<file path="config.mk">
export PLATFORM = sky130hd
export DESIGN_NAME = lms_fir_engine
export DESIGN_NICKNAME = d
export VERILOG_FILES = /design/src/rtl/lms_fir_pkg.sv /design/src/rtl/lms_fir_sat.sv /design/src/rtl/lms_fir_seq.sv /design/src/rtl/lms_fir_mac.sv /design/src/rtl/lms_fir_regs.sv /design/src/rtl/lms_fir_engine.sv
export SDC_FILE = /design/constraint.sdc
export NUM_CORES = 2
export LEC_CHECK = 0
export CELL_PAD_IN_SITES_DETAIL_PLACEMENT = 0
export CELL_PAD_IN_SITES_GLOBAL_PLACEMENT = 1
export CORE_MARGIN = 4
export CORE_UTILIZATION = 38
export CTS_BUF_LIST = sky130_fd_sc_hd__clkbuf_2 sky130_fd_sc_hd__clkbuf_4 sky130_fd_sc_hd__clkbuf_8
export CTS_CLUSTER_SIZE = 25
export DETAILED_ROUTE_END_ITERATION = 7
export PLACE_DENSITY = 0.67
export RECOVER_POWER = 25
export SLEW_MARGIN = 15
export SYNTH_ARGS = -nofsm -noshare
export SYNTH_HDL_FRONTEND = slang
export SYNTH_SLANG_ARGS = --single-unit
</file>
<file path="constraint.sdc">
create_clock -name clk -period 18 [get_ports clk]
set_input_delay 4.5 -clock clk [delete_from_list [all_inputs] [get_ports clk]]
set_output_delay 4.5 -clock clk [all_outputs]
set_load 0.1 [all_outputs]
</file>
<file path="src/rtl/lms_fir_pkg.sv">
// Shared types for the adaptive FIR engine.
// Assumes: nothing beyond IEEE 1800-2017.
package lms_fir_pkg;

    // Engine phase: waiting, forming the output, adapting coefficients.
    typedef enum logic [1:0] {
        PH_IDLE   = 2'd0,
        PH_FILTER = 2'd1,
        PH_ADAPT  = 2'd2
    } eng_phase_t;

endpackage

</file>
<file path="src/rtl/lms_fir_sat.sv">
// Signed saturating narrower: clamps a wide two's-complement value to OW bits.
// Assumes: IW > OW.
module lms_fir_sat #(
    parameter int IW = 40,
    parameter int OW = 16
) (
    input  logic [IW-1:0] din,
    output logic [OW-1:0] dout
);
    localparam int HW = IW - OW + 1;

    logic [HW-1:0] head;
    logic          fits;

    // Value fits when every bit above the output sign matches it.
    always_comb begin
        head = din[IW-1:OW-1];
        fits = (&head) || !(|head);
        if (fits)
            dout = din[OW-1:0];
        else if (din[IW-1])
            dout = {1'b1, {(OW-1){1'b0}}};
        else
            dout = {1'b0, {(OW-1){1'b1}}};
    end
endmodule

</file>
<file path="src/rtl/lms_fir_seq.sv">
// Pass sequencer: after a start it runs a filter pass then an adapt pass,
// each PASS_LEN cycles: setup, TAPS issue cycles, MAC_LAT drain cycles,
// then two wrap-up cycles (output capture, pass end).
// Assumes: start is only honoured while idle.
module lms_fir_seq
    import lms_fir_pkg::*;
#(
    parameter int TAPS    = 10,
    parameter int MAC_LAT = 4,
    parameter int IW      = 4
) (
    input  logic          clk,
    input  logic          rst_n,
    input  logic          start,
    output logic          busy,
    output logic          acc_clr,
    output logic          issue,
    output logic          adapt_mode,
    output logic          cap_out,
    output logic [IW-1:0] tap_idx
);
    localparam int PASS_LEN = TAPS + MAC_LAT + 3;
    localparam int CW       = $clog2(PASS_LEN);
    localparam logic [CW-1:0] LAST_C = CW'(PASS_LEN - 1);
    localparam logic [CW-1:0] CAP_C  = CW'(PASS_LEN - 2);
    localparam logic [CW-1:0] TAPS_C = CW'(TAPS);

    eng_phase_t    phase_q;
    logic [CW-1:0] cnt_q;

    // Phase and in-pass cycle counter.
    always_ff @(posedge clk) begin
        if (!rst_n) begin
            phase_q <= PH_IDLE;
            cnt_q   <= '0;
        end else begin
            case (phase_q)
                PH_IDLE: begin
                    cnt_q <= '0;
                    if (start) phase_q <= PH_FILTER;
                end
                PH_FILTER: begin
                    if (cnt_q == LAST_C) begin
                        cnt_q   <= '0;
                        phase_q <= PH_ADAPT;
                    end else begin
                        cnt_q <= cnt_q + 1'b1;
                    end
                end
                default: begin
                    if (cnt_q == LAST_C) begin
                        cnt_q   <= '0;
                        phase_q <= PH_IDLE;
                    end else begin
                        cnt_q <= cnt_q + 1'b1;
                    end
                end
            endcase
        end
    end

    // Decode of the current cycle into MAC controls.
    always_comb begin
        busy       = (phase_q != PH_IDLE);
        adapt_mode = (phase_q == PH_ADAPT);
        acc_clr    = (phase_q == PH_FILTER) && (cnt_q == '0);
        issue      = busy && (cnt_q != '0) && (cnt_q <= TAPS_C);
        cap_out    = (phase_q == PH_FILTER) && (cnt_q == CAP_C);
        tap_idx    = IW'(cnt_q - 1'b1);
    end

    // The counter never leaves its pass range (R5 timing depends on it).
    assert_cnt_range_R5: assert property (@(posedge clk) disable iff (!rst_n)
        busy |-> (cnt_q <= LAST_C));

    // An idle engine with no start stays idle.
    assert_idle_hold_R8: assert property (@(posedge clk) disable iff (!rst_n)
        (!busy && !start) |=> !busy);
endmodule

</file>
<file path="src/rtl/lms_fir_mac.sv">
// Shared pipelined multiplier: product registered, then MAC_LAT-2 delay stages,
// and at the final stage the product either adds into the accumulator
// (filter mode) or is presented for coefficient write-back (adapt mode).
// Assumes: MAC_LAT >= 2; clr never coincides with a product in flight.
module lms_fir_mac #(
    parameter int DW      = 16,
    parameter int ACC_W   = 40,
    parameter int MAC_LAT = 4,
    parameter int IW      = 4
) (
    input  logic                    clk,
    input  logic                    rst_n,
    input  logic                    clr,
    input  logic                    in_valid,
    input  logic                    in_adapt,
    input  logic [IW-1:0]           in_idx,
    input  logic signed [DW-1:0]    op_a,
    input  logic signed [DW-1:0]    op_b,
    output logic signed [ACC_W-1:0] acc,
    output logic                    wb_valid,
    output logic [IW-1:0]           wb_idx,
    output logic signed [2*DW-1:0]  wb_prod
);
    localparam int PW  = 2 * DW;
    localparam int NST = MAC_LAT - 1;

    logic signed [PW-1:0] prod_q [NST];
    logic                 vld_q  [NST];
    logic                 adp_q  [NST];
    logic [IW-1:0]        idx_q  [NST];

    // Product pipeline with its tag bits.
    always_ff @(posedge clk) begin
        if (!rst_n) begin
            for (int s = 0; s < NST; s++) begin
                prod_q[s] <= '0;
                vld_q[s]  <= 1'b0;
                adp_q[s]  <= 1'b0;
                idx_q[s]  <= '0;
            end
        end else begin
            prod_q[0] <= op_a * op_b;
            vld_q[0]  <= in_valid;
            adp_q[0]  <= in_adapt;
            idx_q[0]  <= in_idx;
            for (int s = 1; s < NST; s++) begin
                prod_q[s] <= prod_q[s-1];
                vld_q[s]  <= vld_q[s-1];
                adp_q[s]  <= adp_q[s-1];
                idx_q[s]  <= idx_q[s-1];
            end
        end
    end

    // Accumulator: cleared at pass setup, adds filter-mode products.
    always_ff @(posedge clk) begin
        if (!rst_n)
            acc <= '0;
        else if (clr)
            acc <= '0;
        else if (vld_q[NST-1] && !adp_q[NST-1])
            acc <= acc + {{(ACC_W-PW){prod_q[NST-1][PW-1]}}, prod_q[NST-1]};
    end

    assign wb_valid = vld_q[NST-1] && adp_q[NST-1];
    assign wb_idx   = idx_q[NST-1];
    assign wb_prod  = prod_q[NST-1];

    // A clear always leaves the accumulator at zero on the next cycle.
    assert_acc_cleared_R3: assert property (@(posedge clk) disable iff (!rst_n)
        clr |=> (acc == '0));
endmodule

</file>
<file path="src/rtl/lms_fir_regs.sv">
// Sample history shift register and coefficient file.
// Host writes land only when the engine is idle; adapt write-back only when busy.
// Assumes: the two write sources are never active together.
module lms_fir_regs #(
    parameter int DW   = 16,
    parameter int TAPS = 10,
    parameter int IW   = 4
) (
    input  logic                 clk,
    input  logic                 rst_n,
    input  logic                 busy_i,
    input  logic                 push,
    input  logic signed [DW-1:0] push_data,
    input  logic                 host_we,
    input  logic [IW-1:0]        host_addr,
    input  logic signed [DW-1:0] host_data,
    input  logic                 upd_we,
    input  logic [IW-1:0]        upd_idx,
    input  logic signed [DW-1:0] upd_data,
    input  logic [IW-1:0]        rd_idx,
    output logic signed [DW-1:0] hist_rd,
    output logic signed [DW-1:0] coef_rd,
    output logic signed [DW-1:0] coef_at_upd
);
    localparam logic [IW-1:0] TAPS_I = IW'(TAPS);

    logic signed [DW-1:0] hist_q [TAPS];
    logic signed [DW-1:0] coef_q [TAPS];

    // History: newest sample enters tap 0 on push.
    always_ff @(posedge clk) begin
        if (!rst_n) begin
            for (int k = 0; k < TAPS; k++) hist_q[k] <= '0;
        end else if (push) begin
            hist_q[0] <= push_data;
            for (int k = 1; k < TAPS; k++) hist_q[k] <= hist_q[k-1];
        end
    end

    // Coefficients: host preload or adapt write-back, in-range addresses only.
    always_ff @(posedge clk) begin
        if (!rst_n) begin
            for (int k = 0; k < TAPS; k++) coef_q[k] <= '0;
        end else if (host_we && (host_addr < TAPS_I)) begin
            coef_q[host_addr] <= host_data;
        end else if (upd_we && (upd_idx < TAPS_I)) begin
            coef_q[upd_idx] <= upd_data;
        end
    end

    // Read ports, zero for out-of-range indices.
    always_comb begin
        hist_rd     = (rd_idx  < TAPS_I) ? hist_q[rd_idx]  : '0;
        coef_rd     = (rd_idx  < TAPS_I) ? coef_q[rd_idx]  : '0;
        coef_at_upd = (upd_idx < TAPS_I) ? coef_q[upd_idx] : '0;
    end

    // History never moves while the engine is busy.
    assert_hist_frozen_R8: assert property (@(posedge clk) disable iff (!rst_n)
        busy_i |=> (hist_q[0] == $past(hist_q[0]) && hist_q[TAPS-1] == $past(hist_q[TAPS-1])));
endmodule

</file>
<file path="src/rtl/lms_fir_engine.sv">
// Top: ten-tap adaptive FIR with one shared pipelined MAC.
// Each accepted sample runs a filter pass (output + error) and an adapt pass
// (coefficient update, step = product >>> mu_shift), both with saturation.
// Assumes: coefficients in Q1.15, samples signed; inputs synchronous to clk.
module lms_fir_engine
    import lms_fir_pkg::*;
#(
    parameter int DW      = 16,
    parameter int TAPS    = 10,
    parameter int ACC_W   = 40,
    parameter int FRAC    = 15,
    parameter int MAC_LAT = 4,
    parameter int SHW     = 5
) (
    input  logic          clk,
    input  logic          rst_n,
    input  logic          smp_valid,
    input  logic [DW-1:0] smp_data,
    input  logic [DW-1:0] desired,
    input  logic [SHW-1:0] mu_shift,
    input  logic          coef_wr_en,
    input  logic [$clog2(TAPS)-1:0] coef_wr_addr,
    input  logic [DW-1:0] coef_wr_data,
    output logic          busy,
    output logic          y_valid,
    output logic [DW-1:0] y_data
);
    localparam int IW = $clog2(TAPS);
    localparam int PW = 2 * DW;
    localparam logic signed [ACC_W-1:0] RND = ACC_W'(1) <<< (FRAC - 1);

    logic                    accept, acc_clr, issue, adapt_mode, cap_out;
    logic [IW-1:0]           tap_idx;
    logic signed [DW-1:0]    hist_rd, coef_rd, coef_at_upd, op_a;
    logic signed [ACC_W-1:0] acc, acc_sh;
    logic                    wb_valid;
    logic [IW-1:0]           wb_idx;
    logic signed [PW-1:0]    wb_prod, step;
    logic [DW-1:0]           y_next, err_next, coef_next;
    logic [DW:0]             diff;
    logic [PW:0]             upd_sum;
    logic [DW-1:0]           desired_q, err_q, y_q;
    logic [SHW-1:0]          mu_q;
    logic                    y_valid_q;

    assign accept = smp_valid && !busy;

    lms_fir_seq #(.TAPS(TAPS), .MAC_LAT(MAC_LAT), .IW(IW)) u_seq (
        .clk(clk), .rst_n(rst_n), .start(accept), .busy(busy),
        .acc_clr(acc_clr), .issue(issue), .adapt_mode(adapt_mode),
        .cap_out(cap_out), .tap_idx(tap_idx)
    );

    lms_fir_regs #(.DW(DW), .TAPS(TAPS), .IW(IW)) u_regs (
        .clk(clk), .rst_n(rst_n), .busy_i(busy),
        .push(accept), .push_data(smp_data),
        .host_we(coef_wr_en && !busy), .host_addr(coef_wr_addr), .host_data(coef_wr_data),
        .upd_we(wb_valid), .upd_idx(wb_idx), .upd_data(coef_next),
        .rd_idx(tap_idx), .hist_rd(hist_rd), .coef_rd(coef_rd), .coef_at_upd(coef_at_upd)
    );

    // Filter pass multiplies coefficient by sample; adapt pass multiplies error by sample.
    assign op_a = adapt_mode ? signed'(err_q) : coef_rd;

    lms_fir_mac #(.DW(DW), .ACC_W(ACC_W), .MAC_LAT(MAC_LAT), .IW(IW)) u_mac (
        .clk(clk), .rst_n(rst_n), .clr(acc_clr), .in_valid(issue),
        .in_adapt(adapt_mode), .in_idx(tap_idx), .op_a(op_a), .op_b(hist_rd),
        .acc(acc), .wb_valid(wb_valid), .wb_idx(wb_idx), .wb_prod(wb_prod)
    );

    // Output: round half up, drop the fraction, saturate.
    assign acc_sh = (acc + RND) >>> FRAC;
    lms_fir_sat #(.IW(ACC_W), .OW(DW)) u_sat_y (.din(acc_sh), .dout(y_next));

    // Error against the captured desired response.
    assign diff = {desired_q[DW-1], desired_q} - {y_next[DW-1], y_next};
    lms_fir_sat #(.IW(DW+1), .OW(DW)) u_sat_e (.din(diff), .dout(err_next));

    // Coefficient update: scaled product added to the current value.
    assign step    = wb_prod >>> mu_q;
    assign upd_sum = {{(PW-DW+1){coef_at_upd[DW-1]}}, coef_at_upd} + {step[PW-1], step};
    lms_fir_sat #(.IW(PW+1), .OW(DW)) u_sat_c (.din(upd_sum), .dout(coef_next));

    // Per-sample captures: desired and step size at acceptance.
    always_ff @(posedge clk) begin
        if (!rst_n) begin
            desired_q <= '0;
            mu_q      <= '0;
        end else if (accept) begin
            desired_q <= desired;
            mu_q      <= mu_shift;
        end
    end

    // Output register, valid strobe and error register.
    always_ff @(posedge clk) begin
        if (!rst_n) begin
            y_q       <= '0;
            err_q     <= '0;
            y_valid_q <= 1'b0;
        end else begin
            y_valid_q <= cap_out;
            if (cap_out) begin
                y_q   <= y_next;
                err_q <= err_next;
            end
        end
    end

    assign y_valid = y_valid_q;
    assign y_data  = y_q;

    // Acceptance starts the engine.
    assert_accept_busy_R2: assert property (@(posedge clk) disable iff (!rst_n)
        (smp_valid && !busy) |=> busy);

    // Output strobe lasts one cycle.
    assert_yvalid_pulse_R4: assert property (@(posedge clk) disable iff (!rst_n)
        y_valid |=> !y_valid);

    // Output strobe only inside a busy window.
    assert_yvalid_busy_R4: assert property (@(posedge clk) disable iff (!rst_n)
        y_valid |-> busy);

    // Output data only changes together with a strobe.
    assert_ydata_hold_R4: assert property (@(posedge clk) disable iff (!rst_n)
        !y_valid |=> (y_valid || $stable(y_data)));
endmodule

</file>
==> impl_metrics.toml <==
[timing]
skew_ps = 61.9
fin_tns_setup_ps = 0
worstMarginPinSlew_ps = 2970
layout_setup_ws_ps = 7950
worst_slew_margin_rel_pct = -98.3
max_clock_freq_ghz = 0.0995
whs_ps = 410
period_share_pct = 55.8
setup_violations = 0
period_minus_slack_ps = 10050
final_hold_viol_count = 0
slew_violations = 293
rsz0062_at_grt = "no"

[detailed_routing]
drt_pre_antenna_iters = 6
post-route-drc-count = 0
drt_iter0_drc = 2233
vias = 29300
drt-total-wl_mm = 115
wl_per_cell_um = 21.6
vias_per_cell = 5.50
drtAntennaViolNets = 0

[power_and_ir_drop]
irDropWorstVdd_uv = 63.4
combPwrFrac_pct = 17.9
switching_share_pct = 29.4
p_leak_nw = 17.6
power_frac_seq_pct = 44.5
power.density_nw_per_um2 = 72.2
p_sw_w = 0.000925
internal-power_w = 0.00222
pwr-share-clk_pct = 37.6

[yosys]
synth.most_common_cell = "inv_1"
yosysTopAreaCell = "edfxtp_1"
synth_top_area_share_pct = 24.3
synth_compound_area_share_pct = 13.3
async_flop_share_pct = 0
yosysUniqueCellTypes = 85
ys_seq_elements = 535
yosys.area_share.simple_pct = 14.7
synth_flop_cell = "edfxtp_1"
synth_edf_count = 320
seq_area_frac_synth_pct = 35.3
yosys.area_share.adder_pct = 19.0
synth_warnings = 0
synth_nets = 4366
syn_area_per_cell_um2 = 10.2
synthXorXnorAreaFrac_pct = 2.60
synth_top_family_by_area = "adder cells"
syn_inst = 3865
syn-cell-area_um2 = 39500
synth.mux.area_fraction_pct = 9.67
synth.top_cells.by_count = "inv_1, nor2_1, edfxtp_1, fa_1, nand2_1"
ys_top_cells_by_area = "edfxtp_1, fa_1, dfxtp_1"

[cts]
numCtsBuffers = 96
clock_sinks = 535
cts_tree = "done"
post_cts_resize_count = 0
worst_skew_pair.late_latency_ps = 750
htreeDepth = 3
post_cts_buffers = 0
hold_buffers = 0
root_buffer = "clkbuf_8"
clockBufferDepth = 3
clk_pin_slew_ps = 60

[global_routing]
grt_pass1_vias = 28400
grtUsageMet1_pct = 30.0
grt_pass1_wl_mm = 174
use_met3_pct = 3.67
track_usage_pct = 20.8
grt_max_degree = 102
grt_overflow = 0
top_usage_layer = "met2"
met2_usage_pct = 32.6
antenna_found_initial = 3

[floorplanning]
die_h_um = 330
initial_core_util_pct = 38.5
die_x_um = 330
dieArea_um2 = 109000
rows = 117
core_um2 = 102000
io_pins = 79

[final_layout]
finalNonFillerCells = 5330
drive_gt1_share_pct = 10.3
seqCellArea_um2 = 13900
area_growth_pct = 10.5
nets = 4388
fillCellCount = 10000
multi_input_area_um2 = 23500

[critical_path]
slowest_delay_ps = 730
arrival_ps = 10610
start_kind = "register"
cp_data_required_time_ps = 18560
slowest_stage = "buf_4"
cp_common_cell = "fa_1"
critPathKind = "register to register"
end_kind = "register"
crit_fanout = 47

[placement]
dp_slack_ps = 7930
dpl.hpwl_mm = 82.8
place_inst = 5157
io_buffer_count = 78
place_congestion = 0.860

[worst_hold_path]
worstHoldPathType = "register to register"

[run_status]
status = "finished, violations left"
violations = "max-capacitance violations, max-slew violations"

[run]
drv_cap = 5
==> sequential cells by signal, summed over array words and instances, names as in the netlist <==
| signal | cells |
|---|---|
| y_data | 16 |
| u_mac.adp_q | 3 |
| u_mac.vld_q | 3 |
| u_seq.phase_q | 2 |
| u_mac.acc | 40 |
| u_regs.coef_q | 160 |
| u_mac.prod_q | 96 |
| y_valid | 1 |
| u_mac.idx_q | 12 |
| u_seq.cnt_q | 5 |
| u_regs.hist_q | 160 |
| mu_q | 5 |
| desired_q | 16 |
| err_q | 16 |
==> layer usage <==
| metal | wire length [um] | vias up | share of wire [%] |
|---|---|---|---|
| met5 | 0 | - | 0 |
| met4 | 2740 | 0 | 2.4 |
| met1 | 53400 | 14600 | 46 |
| met3 | 7000 | 162 | 6.1 |
| met2 | 51800 | 869 | 45 |
| li1 | - | 13700 | - |
==> cell type report <==
type                            count  area share (%)
Antenna cell                        3          0.0172
Clock buffer                      145            4.00
Clock inverter                     25           0.517
Inverter                          341            2.95
Multi-Input combinational cell   2774            53.9
Sequential cell                   535            31.9
Tap cell                         1368            3.93
Timing Repair Buffer              139            2.80
==> cell families (layout without fill, tap and decap cells) <==
kind of cell / Yosys count / after routing
AO/OA/AOI/OAI: 801 / 801
XOR/XNOR: 117 / 117
adder cells (fa/ha/maj): 440 / 440
buffers and inverters: 556 / 650
flip-flops: 535 / 535
multiplexers: 245 / 245
other: 0 / 3
AND/OR/NAND/NOR: 1171 / 1171
==> worst paths after layout <==
| check | startpoint | to | slack, ps | depth (start not counted) |
|---|---|---|---|---|
| worst max register to register | u_seq.cnt_q[0] | u_mac.prod_q[0][30] | 7950 | 28 |
| worst min register to register | u_mac.idx_q[0][4] | u_mac.idx_q[0][8] | 410 | 1 |
| worst max-delay path | u_seq.cnt_q[0] | u_mac.prod_q[0][30] | 7950 | 28 |
| worst min-delay path | u_mac.idx_q[0][4] | u_mac.idx_q[0][8] | 410 | 1 |
==> power by group through the flow <==
stage | Combinational, W | Sequential, W | Clock, W
floorplan | 0.000395 | 0.00141 | 0
global placement | 0.000562 | 0.00142 | 0
detailed placement | 0.000561 | 0.00143 | 0
CTS | 0.000564 | 0.00140 | 0.00121
global route | 0.000616 | 0.00141 | 0.00127
finish | 0.000565 | 0.00140 | 0.00118
==> layout by cell type, fill, tap and decap left out, types with 44 or more instances in the layout <==
cell / n
nor3_1: 44
ha_1: 174
clkdlybuf4s50_1: 77
mux4_2: 107
inv_1: 338
xnor2_1: 69
a21oi_1: 195
and2_1: 189
buf_4: 58
xor2_1: 44
nand3_1: 65
mux2i_1: 118
nor2_1: 321
a21o_1: 63
edfxtp_1: 320
clkbuf_8: 105
dfxtp_1: 212
o21ai_0: 128
nand2b_1: 62
fa_1: 265
nand2_1: 264
and2_0: 67
a31oi_1: 155
==> critical path: cells and delay by family, from the launching register on <==
kind | cells | cell delay, ps
AO/OA/AOI/OAI | 8 | 2870
XOR/XNOR | 1 | 200
buffers and inverters | 6 | 1130
flip-flops | 1 | 650
adder cells (fa/ha/maj) | 8 | 3910
AND/OR/NAND/NOR | 3 | 420
multiplexers | 2 | 680
==> per-stage QoR <==
step	instance area, um2	power (W)	util [%]
floorplan	39500	0.00180	-
global placement	41600	0.00199	40.6
global route	43600	0.00329	42.5
finish	43600	0.00315	42.5
CTS	43600	0.00318	42.6
detailed placement	41600	0.00199	40.6
Note: power is estimated with default switching activity, not from simulation.
